$ cat config.mk
export PLATFORM = sky130hd
export DESIGN_NAME = frame_handoff_seq
export DESIGN_NICKNAME = d
export VERILOG_FILES = /design/src/rtl/fh_pkg.sv /design/src/rtl/fh_chunk_table.sv /design/src/rtl/fh_producer.sv /design/src/rtl/fh_consumer.sv /design/src/rtl/frame_handoff_seq.sv
export SDC_FILE = /design/constraint.sdc
export NUM_CORES = 1
export LEC_CHECK = 0
export BUFFER_PORTS_ARGS = -buffer_cell sky130_fd_sc_hd__buf_4
export CORE_MARGIN = 1
export CORE_UTILIZATION = 25
export DETAILED_ROUTE_END_ITERATION = 8
export PLACE_DENSITY = 0.47
export SYNTH_ARGS = -nofsm -noshare
export SYNTH_HDL_FRONTEND = slang
export SYNTH_SLANG_ARGS = --single-unit
$ cat constraint.sdc
create_clock -name clk -period 2.7 [get_ports clk]
set_input_delay 0.54 -clock clk [delete_from_list [all_inputs] [get_ports clk]]
set_output_delay 0.54 -clock clk [all_outputs]
set_load 0.01 [all_outputs]
$ cat src/rtl/fh_pkg.sv
package fh_pkg;
  typedef enum logic [1:0] {
    SYM_RDY   = 2'd0,
    SYM_CHUNK = 2'd1,
    SYM_LAST  = 2'd2,
    SYM_ACK   = 2'd3
  } sym_e;
endpackage

$ cat src/rtl/fh_chunk_table.sv
module fh_chunk_table #(
  parameter int LUMA_QCIF = 25344,
  parameter int LUMA_CIF  = 101376,
  parameter int BUF_BYTES = 65536,
  parameter int LEN_W     = 17,
  parameter int IDX_W     = 2
) (
  input  logic             big_i,
  input  logic [IDX_W-1:0] idx_i,
  output logic [LEN_W-1:0] len_o,
  output logic             last_o
);
  localparam logic [31:0] TOT_S = 32'(LUMA_QCIF * 3 / 2);
  localparam logic [31:0] TOT_B = 32'(LUMA_CIF * 3 / 2);
  localparam logic [31:0] BUF32 = 32'(BUF_BYTES);

  logic [31:0] total, base, rem;

  // remaining bytes from this chunk on; a chunk is final when it fits
  always_comb begin
    total  = big_i ? TOT_B : TOT_S;
    base   = 32'(idx_i) * BUF32;
    rem    = total - base;
    last_o = (rem <= BUF32);
    len_o  = last_o ? rem[LEN_W-1:0] : BUF32[LEN_W-1:0];
  end
endmodule

$ cat src/rtl/fh_producer.sv
module fh_producer
  import fh_pkg::*;
#(
  parameter int LUMA_QCIF = 25344,
  parameter int LUMA_CIF  = 101376,
  parameter int BUF_BYTES = 65536,
  parameter int LEN_W     = 17,
  parameter int IDX_W     = 2
) (
  input  logic             clk,
  input  logic             rst_n,
  input  logic             start_i,
  input  logic             obj_i,
  input  logic             big_i,
  output logic             wr_stb_o,
  output logic [LEN_W-1:0] wr_len_o,
  output logic [IDX_W-1:0] wr_idx_o,
  input  logic             ret_valid_i,
  input  logic [1:0]       ret_sym_i,
  output logic             ret_pop_o,
  input  logic             fwd_full_i,
  output logic             fwd_push_o,
  output logic [1:0]       fwd_sym_o,
  output logic             done_o,
  output logic             err_o
);
  typedef enum logic [2:0] {P_IDLE, P_WRDY, P_WRITE, P_ANN, P_WACK, P_ERR} pst_e;

  localparam logic [LEN_W-1:0] BUF_L = LEN_W'(BUF_BYTES);

  pst_e             st_q, st_d;
  logic [IDX_W-1:0] idx_q, idx_d;
  logic             idx_en, big_q, big_en;
  logic             last;
  logic [LEN_W-1:0] len;

  fh_chunk_table #(
    .LUMA_QCIF(LUMA_QCIF), .LUMA_CIF(LUMA_CIF), .BUF_BYTES(BUF_BYTES),
    .LEN_W(LEN_W), .IDX_W(IDX_W)
  ) u_tab (
    .big_i (big_q),
    .idx_i (idx_q),
    .len_o (len),
    .last_o(last)
  );

  assign wr_stb_o   = (st_q == P_WRITE);
  assign wr_len_o   = len;
  assign wr_idx_o   = idx_q;
  assign ret_pop_o  = ((st_q == P_WRDY) || (st_q == P_WACK)) && ret_valid_i;
  assign fwd_push_o = (st_q == P_ANN) && !fwd_full_i;
  assign fwd_sym_o  = last ? SYM_LAST : SYM_CHUNK;
  assign done_o     = (st_q == P_WACK) && ret_valid_i && (ret_sym_i == SYM_ACK) && last;
  assign err_o      = (st_q == P_ERR);

  always_comb begin
    st_d   = st_q;
    idx_d  = idx_q;
    idx_en = 1'b0;
    big_en = 1'b0;
    unique case (st_q)
      P_IDLE: if (start_i && obj_i) begin
        st_d   = P_WRDY;
        big_en = 1'b1;
        idx_d  = '0;
        idx_en = 1'b1;
      end
      P_WRDY: if (ret_valid_i) st_d = (ret_sym_i == SYM_RDY) ? P_WRITE : P_ERR;
      P_WRITE: st_d = P_ANN;
      P_ANN:  if (!fwd_full_i) st_d = P_WACK;
      P_WACK: if (ret_valid_i) begin
        if (ret_sym_i != SYM_ACK) st_d = P_ERR;
        else if (last)            st_d = P_IDLE;
        else begin
          st_d   = P_WRITE;
          idx_d  = idx_q + 1'b1;
          idx_en = 1'b1;
        end
      end
      default: st_d = P_ERR;
    endcase
  end

  always_ff @(posedge clk or negedge rst_n)
    if (!rst_n) st_q <= P_IDLE;
    else        st_q <= st_d;

  always_ff @(posedge clk or negedge rst_n)
    if (!rst_n)      idx_q <= '0;
    else if (idx_en) idx_q <= idx_d;

  always_ff @(posedge clk or negedge rst_n)
    if (!rst_n)      big_q <= 1'b0;
    else if (big_en) big_q <= big_i;

  // announced-but-unacknowledged chunk count, seen at the queue ports
  logic [1:0] outst_q;
  always_ff @(posedge clk or negedge rst_n)
    if (!rst_n) outst_q <= 2'd0;
    else if (fwd_push_o) outst_q <= outst_q + 2'd1;
    else if (ret_pop_o && ret_sym_i == SYM_ACK && outst_q != 2'd0) outst_q <= outst_q - 2'd1;


  one_outstanding_chk: assert property (@(posedge clk) disable iff (!rst_n)
    wr_stb_o |-> outst_q == 2'd0);

  announce_next_chk: assert property (@(posedge clk) disable iff (!rst_n)
    wr_stb_o |=> !wr_stb_o && (fwd_push_o || fwd_full_i));

  wr_len_range_chk: assert property (@(posedge clk) disable iff (!rst_n)
    wr_stb_o |-> (wr_len_o != '0) && (wr_len_o <= BUF_L));

  prod_err_sticky_chk: assert property (@(posedge clk) disable iff (!rst_n)
    err_o |=> err_o && !wr_stb_o);
endmodule

$ cat src/rtl/fh_consumer.sv
module fh_consumer
  import fh_pkg::*;
#(
  parameter int LUMA_QCIF = 25344,
  parameter int LUMA_CIF  = 101376,
  parameter int BUF_BYTES = 65536,
  parameter int LEN_W     = 17,
  parameter int IDX_W     = 2
) (
  input  logic             clk,
  input  logic             rst_n,
  input  logic             arm_i,
  input  logic             big_i,
  output logic             rd_stb_o,
  output logic [LEN_W-1:0] rd_len_o,
  input  logic             ret_full_i,
  output logic             ret_push_o,
  output logic [1:0]       ret_sym_o,
  input  logic             fwd_valid_i,
  input  logic [1:0]       fwd_sym_i,
  output logic             fwd_pop_o,
  output logic             stall_o,
  output logic             done_o,
  output logic             err_o
);
  typedef enum logic [2:0] {C_IDLE, C_SRDY, C_WDAT, C_READ, C_SACK, C_ERR} cst_e;

  cst_e             st_q, st_d;
  logic [IDX_W-1:0] idx_q, idx_d;
  logic             idx_en, big_q, big_en;
  logic             last;

  fh_chunk_table #(
    .LUMA_QCIF(LUMA_QCIF), .LUMA_CIF(LUMA_CIF), .BUF_BYTES(BUF_BYTES),
    .LEN_W(LEN_W), .IDX_W(IDX_W)
  ) u_tab (
    .big_i (big_q),
    .idx_i (idx_q),
    .len_o (rd_len_o),
    .last_o(last)
  );

  assign rd_stb_o   = (st_q == C_READ);
  assign ret_push_o = ((st_q == C_SRDY) || (st_q == C_SACK)) && !ret_full_i;
  assign ret_sym_o  = (st_q == C_SACK) ? SYM_ACK : SYM_RDY;
  assign fwd_pop_o  = (st_q == C_WDAT) && fwd_valid_i;
  assign stall_o    = (st_q == C_WDAT);
  assign done_o     = (st_q == C_SACK) && !ret_full_i && last;
  assign err_o      = (st_q == C_ERR);

  always_comb begin
    st_d   = st_q;
    idx_d  = idx_q;
    idx_en = 1'b0;
    big_en = 1'b0;
    unique case (st_q)
      C_IDLE: if (arm_i) begin
        st_d   = C_SRDY;
        big_en = 1'b1;
        idx_d  = '0;
        idx_en = 1'b1;
      end
      C_SRDY: if (!ret_full_i) st_d = C_WDAT;
      C_WDAT: if (fwd_valid_i) begin
        if      (fwd_sym_i == SYM_CHUNK) st_d = last ? C_ERR : C_READ;
        else if (fwd_sym_i == SYM_LAST)  st_d = last ? C_READ : C_ERR;
        else                             st_d = C_ERR;
      end
      C_READ: st_d = C_SACK;
      C_SACK: if (!ret_full_i) begin
        if (last) st_d = C_IDLE;
        else begin
          st_d   = C_WDAT;
          idx_d  = idx_q + 1'b1;
          idx_en = 1'b1;
        end
      end
      default: st_d = C_ERR;
    endcase
  end

  always_ff @(posedge clk or negedge rst_n)
    if (!rst_n) st_q <= C_IDLE;
    else        st_q <= st_d;

  always_ff @(posedge clk or negedge rst_n)
    if (!rst_n)      idx_q <= '0;
    else if (idx_en) idx_q <= idx_d;

  always_ff @(posedge clk or negedge rst_n)
    if (!rst_n)      big_q <= 1'b0;
    else if (big_en) big_q <= big_i;

  // port-level trackers for the checks below
  logic rd_pend_q, rdy_sent_q;
  always_ff @(posedge clk or negedge rst_n)
    if (!rst_n) rd_pend_q <= 1'b0;
    else if (rd_stb_o) rd_pend_q <= 1'b1;
    else if (ret_push_o && ret_sym_o == SYM_ACK) rd_pend_q <= 1'b0;

  always_ff @(posedge clk or negedge rst_n)
    if (!rst_n) rdy_sent_q <= 1'b0;
    else if (ret_push_o && ret_sym_o == SYM_RDY) rdy_sent_q <= 1'b1;
    else if (done_o) rdy_sent_q <= 1'b0;


  ack_after_read_chk: assert property (@(posedge clk) disable iff (!rst_n)
    (ret_push_o && ret_sym_o == SYM_ACK) |-> rd_pend_q);

  ready_before_pop_chk: assert property (@(posedge clk) disable iff (!rst_n)
    fwd_pop_o |-> rdy_sent_q);

  cons_err_sticky_chk: assert property (@(posedge clk) disable iff (!rst_n)
    err_o |=> err_o && !ret_push_o && !rd_stb_o);
endmodule

$ cat src/rtl/frame_handoff_seq.sv
module frame_handoff_seq #(
  parameter int LUMA_QCIF = 25344,
  parameter int LUMA_CIF  = 101376,
  parameter int BUF_BYTES = 65536,
  localparam int LEN_W    = $clog2(BUF_BYTES + 1),
  localparam int MAX_CH   = (LUMA_CIF * 3 / 2 + BUF_BYTES - 1) / BUF_BYTES,
  localparam int IDX_W    = (MAX_CH > 1) ? $clog2(MAX_CH) : 1
) (
  input  logic             clk,
  input  logic             rst_n,
  input  logic             cmd_start_i,
  input  logic             obj_seen_i,
  input  logic             big_frame_i,
  output logic             wr_stb_o,
  output logic [LEN_W-1:0] wr_len_o,
  output logic [IDX_W-1:0] wr_idx_o,
  input  logic             ret_valid_i,
  input  logic [1:0]       ret_sym_i,
  output logic             ret_pop_o,
  input  logic             fwd_full_i,
  output logic             fwd_push_o,
  output logic [1:0]       fwd_sym_o,
  output logic             prod_done_o,
  output logic             prod_err_o,
  input  logic             cons_arm_i,
  output logic             rd_stb_o,
  output logic [LEN_W-1:0] rd_len_o,
  input  logic             ret_full_i,
  output logic             ret_push_o,
  output logic [1:0]       ret_sym_o,
  input  logic             fwd_valid_i,
  input  logic [1:0]       fwd_sym_i,
  output logic             fwd_pop_o,
  output logic             cons_stall_o,
  output logic             cons_done_o,
  output logic             cons_err_o
);
  // reset asserts at once, leaves on a clock edge
  logic [1:0] rst_pipe_q;
  logic       rst_n_int;
  always_ff @(posedge clk or negedge rst_n)
    if (!rst_n) rst_pipe_q <= 2'b00;
    else        rst_pipe_q <= {rst_pipe_q[0], 1'b1};
  assign rst_n_int = rst_pipe_q[1];

  fh_producer #(
    .LUMA_QCIF(LUMA_QCIF), .LUMA_CIF(LUMA_CIF), .BUF_BYTES(BUF_BYTES),
    .LEN_W(LEN_W), .IDX_W(IDX_W)
  ) u_prod (
    .clk        (clk),
    .rst_n      (rst_n_int),
    .start_i    (cmd_start_i),
    .obj_i      (obj_seen_i),
    .big_i      (big_frame_i),
    .wr_stb_o   (wr_stb_o),
    .wr_len_o   (wr_len_o),
    .wr_idx_o   (wr_idx_o),
    .ret_valid_i(ret_valid_i),
    .ret_sym_i  (ret_sym_i),
    .ret_pop_o  (ret_pop_o),
    .fwd_full_i (fwd_full_i),
    .fwd_push_o (fwd_push_o),
    .fwd_sym_o  (fwd_sym_o),
    .done_o     (prod_done_o),
    .err_o      (prod_err_o)
  );

  fh_consumer #(
    .LUMA_QCIF(LUMA_QCIF), .LUMA_CIF(LUMA_CIF), .BUF_BYTES(BUF_BYTES),
    .LEN_W(LEN_W), .IDX_W(IDX_W)
  ) u_cons (
    .clk        (clk),
    .rst_n      (rst_n_int),
    .arm_i      (cons_arm_i),
    .big_i      (big_frame_i),
    .rd_stb_o   (rd_stb_o),
    .rd_len_o   (rd_len_o),
    .ret_full_i (ret_full_i),
    .ret_push_o (ret_push_o),
    .ret_sym_o  (ret_sym_o),
    .fwd_valid_i(fwd_valid_i),
    .fwd_sym_i  (fwd_sym_i),
    .fwd_pop_o  (fwd_pop_o),
    .stall_o    (cons_stall_o),
    .done_o     (cons_done_o),
    .err_o      (cons_err_o)
  );
endmodule

# Word level (Yosys, flattened, before mapping)
# Cells that the tools add are included.
op_classes:
  n_lt_le_gt_ge: 2
  n_addsub: 4
  n_eq_ne: 25
  n_mux: 44
  n_reduce_logical: 23
ops:
  columns: ["op", "count"]
  rows:
  - ["$le A32 B17 Y1 const B", 2]
  - ["$sub A32 B18 Y32", 2]
  - ["$mux W3", 14]
  - ["$mux W18", 2]
  - ["$mux W17", 2]
  - ["$pmux W3 S5", 2]
  - ["$mux W2", 11]
  - ["$ne A2 B2 Y1 const B", 11]
  - ["$eq A3 B2 Y1 const B", 4]
  - ["$eq A3 B3 Y1 const B", 4]
  - ["$logic_and A1 B1 Y1", 10]
  - ["$mux W1", 9]
  - ["$pmux W2 S2", 2]
  - ["$reduce_and A4 Y1", 2]
  - ["$eq A3 B1 Y1 const B", 2]
  - ["$logic_not A3 Y1", 2]
  - ["$reduce_and A6 Y1", 1]
  - ["$reduce_and A5 Y1", 1]
  - ["$add A2 B1 Y2 const B", 2]
  - ["$eq A2 B2 Y1 const B", 2]
  - ["$pmux W1 S2", 2]
  - ["$reduce_bool A2 Y1", 2]
  - ["$eq A2 B1 Y1 const B", 1]
  - ["$logic_not A1 Y1", 2]
  - ["3 further kinds", 4]
word_totals:
  input_bits: 14
  elab_cells: 105
  regBits: 14
  output_inout_bits: 51

# Depth between registers and ports, before layout
logic_depth:
  depth_word: 8
  mapped_depth: 7
  ltp_nobuf: 7

# Cells and area by module
# Synthesis repeated with hierarchy kept, for this count alone.
hier_totals:
  hier_cells: 151
  area_unflattened_um2: 1323.8
by_module_without_submodules:
  columns: ["module", "instances", "seq_area_each_um2", "cells_per_inst", "area_per_inst_um2"]
  rows:
  - ["fh_producer", 1, 150.1, 55, 511.7]
  - ["fh_consumer", 1, 150.1, 51, 440.4]
  - ["fh_chunk_table", 2, 0.0, 21, 158.9]
  - ["frame_handoff_seq", 1, 50.0, 3, 53.8]

# Worst setup path before layout
# Ideal clock, no wire load.
synth_path:
  path_kind: "register to output"
  startpoint: "register u_prod.idx_q[1], in the netlist u_prod.wr_idx_o[1]"
  endpoint: "output wr_len_o[14]"
  arrival_time_ps: 1626
  path_stages_with_launch: 8
  slack_ps: 534
  n_path_buf: 1
  required_ps: 2160
  path_cell_list: "dfrtp_1 inv_1 ha_1 nor2b_1 o21bai_2 inv_1 and2_1 buf_4"
synth_between:
  elab_chain_len: 3
synth_lines:
  columns: ["item", "line_no", "text"]
  rows:
  - ["start: declaration", "fh_producer.sv:32", "logic [IDX_W-1:0] idx_q, idx_d;"]
  - ["start signal: assignment", "fh_producer.sv:90", "else if (idx_en) idx_q <= idx_d;"]
  - ["$sub A32 B18 Y32", "fh_chunk_table.sv:23", "rem = total - base;"]
  - ["$le A32 B17 Y1", "fh_chunk_table.sv:24", "last_o = (rem <= BUF32);"]
  - ["net u_prod.last", "fh_producer.sv:34", "logic last;"]
  - ["$mux W17", "fh_chunk_table.sv:25", "len_o = last_o ? rem[LEN_W-1:0] : BUF32[LEN_W-1:0];"]
  - ["end: declaration", "frame_handoff_seq.sv:15", "output logic [LEN_W-1:0] wr_len_o,"]
# The timed path passes the listed nets, and every way through them passes these cells.

# Final worst setup path
layout_path:
  startpoint: "register u_prod.idx_q[1], in the netlist u_prod.wr_idx_o[1]"
  endpoint: "output wr_len_o[9]"
layout_between:
  elab_chain_len: 3
layout_lines:
  columns: ["item", "line_no"]
  rows:
  - ["$sub A32 B18 Y32", "fh_chunk_table.sv:23"]
  - ["$le A32 B17 Y1", "fh_chunk_table.sv:24"]
  - ["$mux W17", "fh_chunk_table.sv:25"]
# Every way passes these cells.

==> impl_summary.md <==
Worst setup path
In this run the worst setup path begins at u_prod.wr_idx_o[1]. The kind of end point of the critical path is an output port. The critical path goes through inv_1 -> ha_1 -> nor2b_1 -> o21bai_2 -> inv_1 -> and2_1 -> buf_4. For this run, the slowest stage of the critical path takes ~0.38 ns. Data on the critical path arrives at its endpoint at 1.81 ns.

The reg-to-reg startpoint is u_prod.wr_idx_o[1]. The cell type group with the largest total delay on the critical path is buffers and inverters. The worst setup path is launched from a flop.

Among all stages on the critical path, the largest delay is contributed by dfrtp_1. The path depth of the worst reg2reg path is 7. The critical path in this run is classified as flop to output port. The worst setup slack for register-to-register paths is 0.90 ns. The count of buffer and inverter cells on the critical path is 3. The endpoint of the worst register-to-register path is u_prod.st_q[1].

STA puts the critical path data required time at about 2.2 ns. The most repeated library cell on the critical path is inv_1. The highest net fanout along the worst path is 8.

Route
The DRC marker count from the first detailed-route iteration is 59. After detailed routing, the number of vias per cell comes to 4.256. The routed wire length is 2644 µm. The count of TritonRoute iterations in the first routing pass is 4. The detailed router placed 1081 vias in this run. The number of nets with antenna violations after routing is 0. In the routed design, unresolved DRC markers number 0. The detailed-route wire length per cell is 10.41 µm.

Cells and area
The area growth from synthesis to layout is 20.00%. Summing all flip-flop and latch instances after layout gives between 300 and 400 µm². The multi-input combinational cells in the finished layout cover a total of 706.9 µm². The proportion of layout cells with a drive suffix above 1 is 29.41%. In the layout the commonest cells are 44 x buf_4, 21 x conb_1, 14 x dfrtp_1. The library cell used most frequently in the layout, excluding fill and tap cells, is buf_4. At the end of the flow the core is filled with cells to 31.95%.

The antenna diode count is 0. The net count reported at finish is around 200. Fill cells in the final layout number 545.

Floorplan
The number of rows in the core area is 25. The chip height is 73.63 µm. The overall die area is 5421 µm². The core region is 4817 µm².

The die is 73.63 µm wide. The initial standard-cell utilization of the core is 26.62%. The number of placed I/O pins is 65.

Global route
The total overflow left after global routing is 0. The overall track demand over capacity in global routing is 9.836%. The number of global-route vias before repair is 912. The global-route wire length before repair is around 4200 µm. The number of antenna violations at the first check in global routing is 0. The largest net degree at the start of global routing is 15.

Synth
The yosys synthesis warning count is 0. The number of library cell types mapped by synthesis is between 40 and 50. In the synthesized netlist the async set-or-reset flop fraction comes to 100.0%. The most instantiated flip-flop cell in the synthesis netlist is dfrtp_1. The area of the mapped netlist is approximately 1300 µm².

The number of enable-type register cells in the synthesized netlist is 0. The sequential-to-total area share from yosys stat is 27.32%. The cell count after synthesis came out at 157.

The per-instance average area after synthesis is 8.169 µm². In this run, synthesis produced a sequential element count of 14.

Pwr
In this run the power density over the cells is 492.3 nW/µm². In this run the power spent charging and discharging nets is ~260 µW. The worst IR drop on VDD is between 0.2 and 0.3 mV.

The share of total power dissipated in sequential elements is 32.9%. The clock network burns 21.7% of the power. Combinational logic is responsible for 45.3% of the overall power. Cell internal power was estimated by the tool at 497.9 µW. For this design the static power due to leakage is 0.0007342 µW.

The switching share of power is 34.29%.

Clocking
The H-tree depth is 1. The number of CTS-inserted buffers is 3. After clock tree synthesis, the repair step resized 0 gates.

Clock-pin slew was measured on the worst setup and hold paths at 0.06 ns. The sink count of the clock tree is 14. For the worst-skew pair, the clock arrives at the later sink with an insertion delay of 0.24 ns. After clock tree synthesis, the flow added hold-fix buffers numbering 0. The number of buffers on the longest clock path is 2. The number of setup buffers added after CTS is 0.

TritonCTS built the clock tree. The cell sitting at the root of the clock tree is a clkbuf_8.

Timing
The final max-slew violation count is 0. Setup repair after global routing left no endpoint under its margin. Timing would allow up to about 430 MHz. Summed over all failing endpoints, the final setup total negative slack is 0 ns. Headroom to the max-slew limit came out at 66.01%. The count of final hold-check violations is 0. The ratio of final minimum period to clock period is ~87%. For the finished layout, the period the worst path requires is 2.346 ns. The transition time of the tightest slew-check pin is 0.5099 ns. Setup violations remaining at the end of the flow were counted as 0.

The worst clock skew on the final layout is approximately 0.0040 ns.

Hold path
In this run the worst hold path is classified as primary input to asynchronous set/reset pin.

Placement
At the end of routability-driven placement, the weighted congestion stood at 0.7323. The wire-length estimate of the detail-placed layout is 2063 µm. Buffers placed on the I/O ports in this run total 44.

Run status
The run finished with clean final reports.

Job
Across the run, the number of max-cap violations was 0.
## layer usage
layer	GRT usage (%)	part of all wire, %	wire length, µm
met5	0	0	0
met4	0.6410	0	0
met3	3.704	6.2	163
met2	14.58	44	1166
met1	14.12	50	1313
## worst reg2reg max path: cells and delay by family, from the launching register on
family          cells  cell delay (ns)
buf+inv             2             0.25
fa+ha+maj           1             0.28
compound gates      3             0.65
simple gates        1             0.14
flops               1             0.38
## registers in the layout, summed over array words and instances (netlist names)
signal	cells
u_prod.wr_idx_o	2
u_cons.idx_q	2
u_cons.st_q	3
u_prod.big_q	1
rst_pipe_q	2
u_cons.big_q	1
u_prod.st_q	3
## power groups by stage
stage | sequential [µW] | combinational [µW] | clock, µW
6_report | 250 | 343 | 165
5_1_grt | 253 | 380 | 188
4_1_cts | 250 | 348 | 173
3_5_place_dp | 253 | 347 | 0
3_3_place_gp | 253 | 346 | 0
2_1_floorplan | 252 | 251 | 0
## kinds of logic (layout without fill, tap and decap cells)
kind of cell	count (synthesis)	after routing	synth area share (%)
buffers and inverters	43	54	23.12
AO/OA/AOI/OAI	33	33	18.15
other	2	21	0.5856
AND/OR/NAND/NOR	60	60	25.85
adder cells (fa/ha/maj)	3	3	2.927
multiplexers	2	2	2.048
flip-flops	14	14	27.32
## worst max-delay path by stage
stage / end / cells past startpoint
2_1_floorplan: wr_len_o[14] / 7
3_3_place_gp: wr_len_o[9] / 7
3_5_place_dp: wr_len_o[14] / 7
4_1_cts: wr_len_o[14] / 7
5_1_grt: wr_len_o[14] / 7
6_report: wr_len_o[9] / 7
## synthesized netlist by cell type, types with 2 or more instances
master	n	share of area [%]
nor3_1	3	1.2
and2_1	3	1.5
o211ai_1	5	2.9
nor2b_1	2	0.98
clkbuf_1	2	0.59
nand3_1	4	1.6
a22o_1	3	2.0
dfrtp_1	14	27
a211oi_1	2	1.2
o21ai_0	8	3.1
buf_4	32	19
nand2b_1	11	5.4
inv_1	7	2.0
nor2_1	13	3.8
conb_1	2	0.59
ha_1	3	2.9
buf_6	2	1.8
a2bb2oi_1	2	1.4
nand2_1	12	3.5
and3_1	2	0.98
a21oi_1	3	1.2
o21a_1	2	1.2
## layout make-up
| type | instances | area share, % |
|---|---|---|
| inverters | 7 | 1.707 |
| flip-flops and latches | 14 | 22.76 |
| clock buffers | 3 | 2.683 |
| multi-input cells | 119 | 45.93 |
| repair buffers | 44 | 21.46 |
| well taps | 67 | 5.447 |
## metrics by stage
stage	worst slack, ns	hold WS [ns]	area, µm²	std cells	total power, µW
final	0.3540	0.07451	1539	254	757.7
after global routing	0.1909	0.05498	1539	254	820.8
after CTS	0.3336	0.06505	1539	254	771.2
after detailed placement	0.6086	0.2243	1498	251	600.3
after global placement	0.6563	0.2255	1498	251	599.6
after floorplan	0.5338	0.1472	1354	176	503.7
Note: power is estimated with default switching activity, not from simulation.
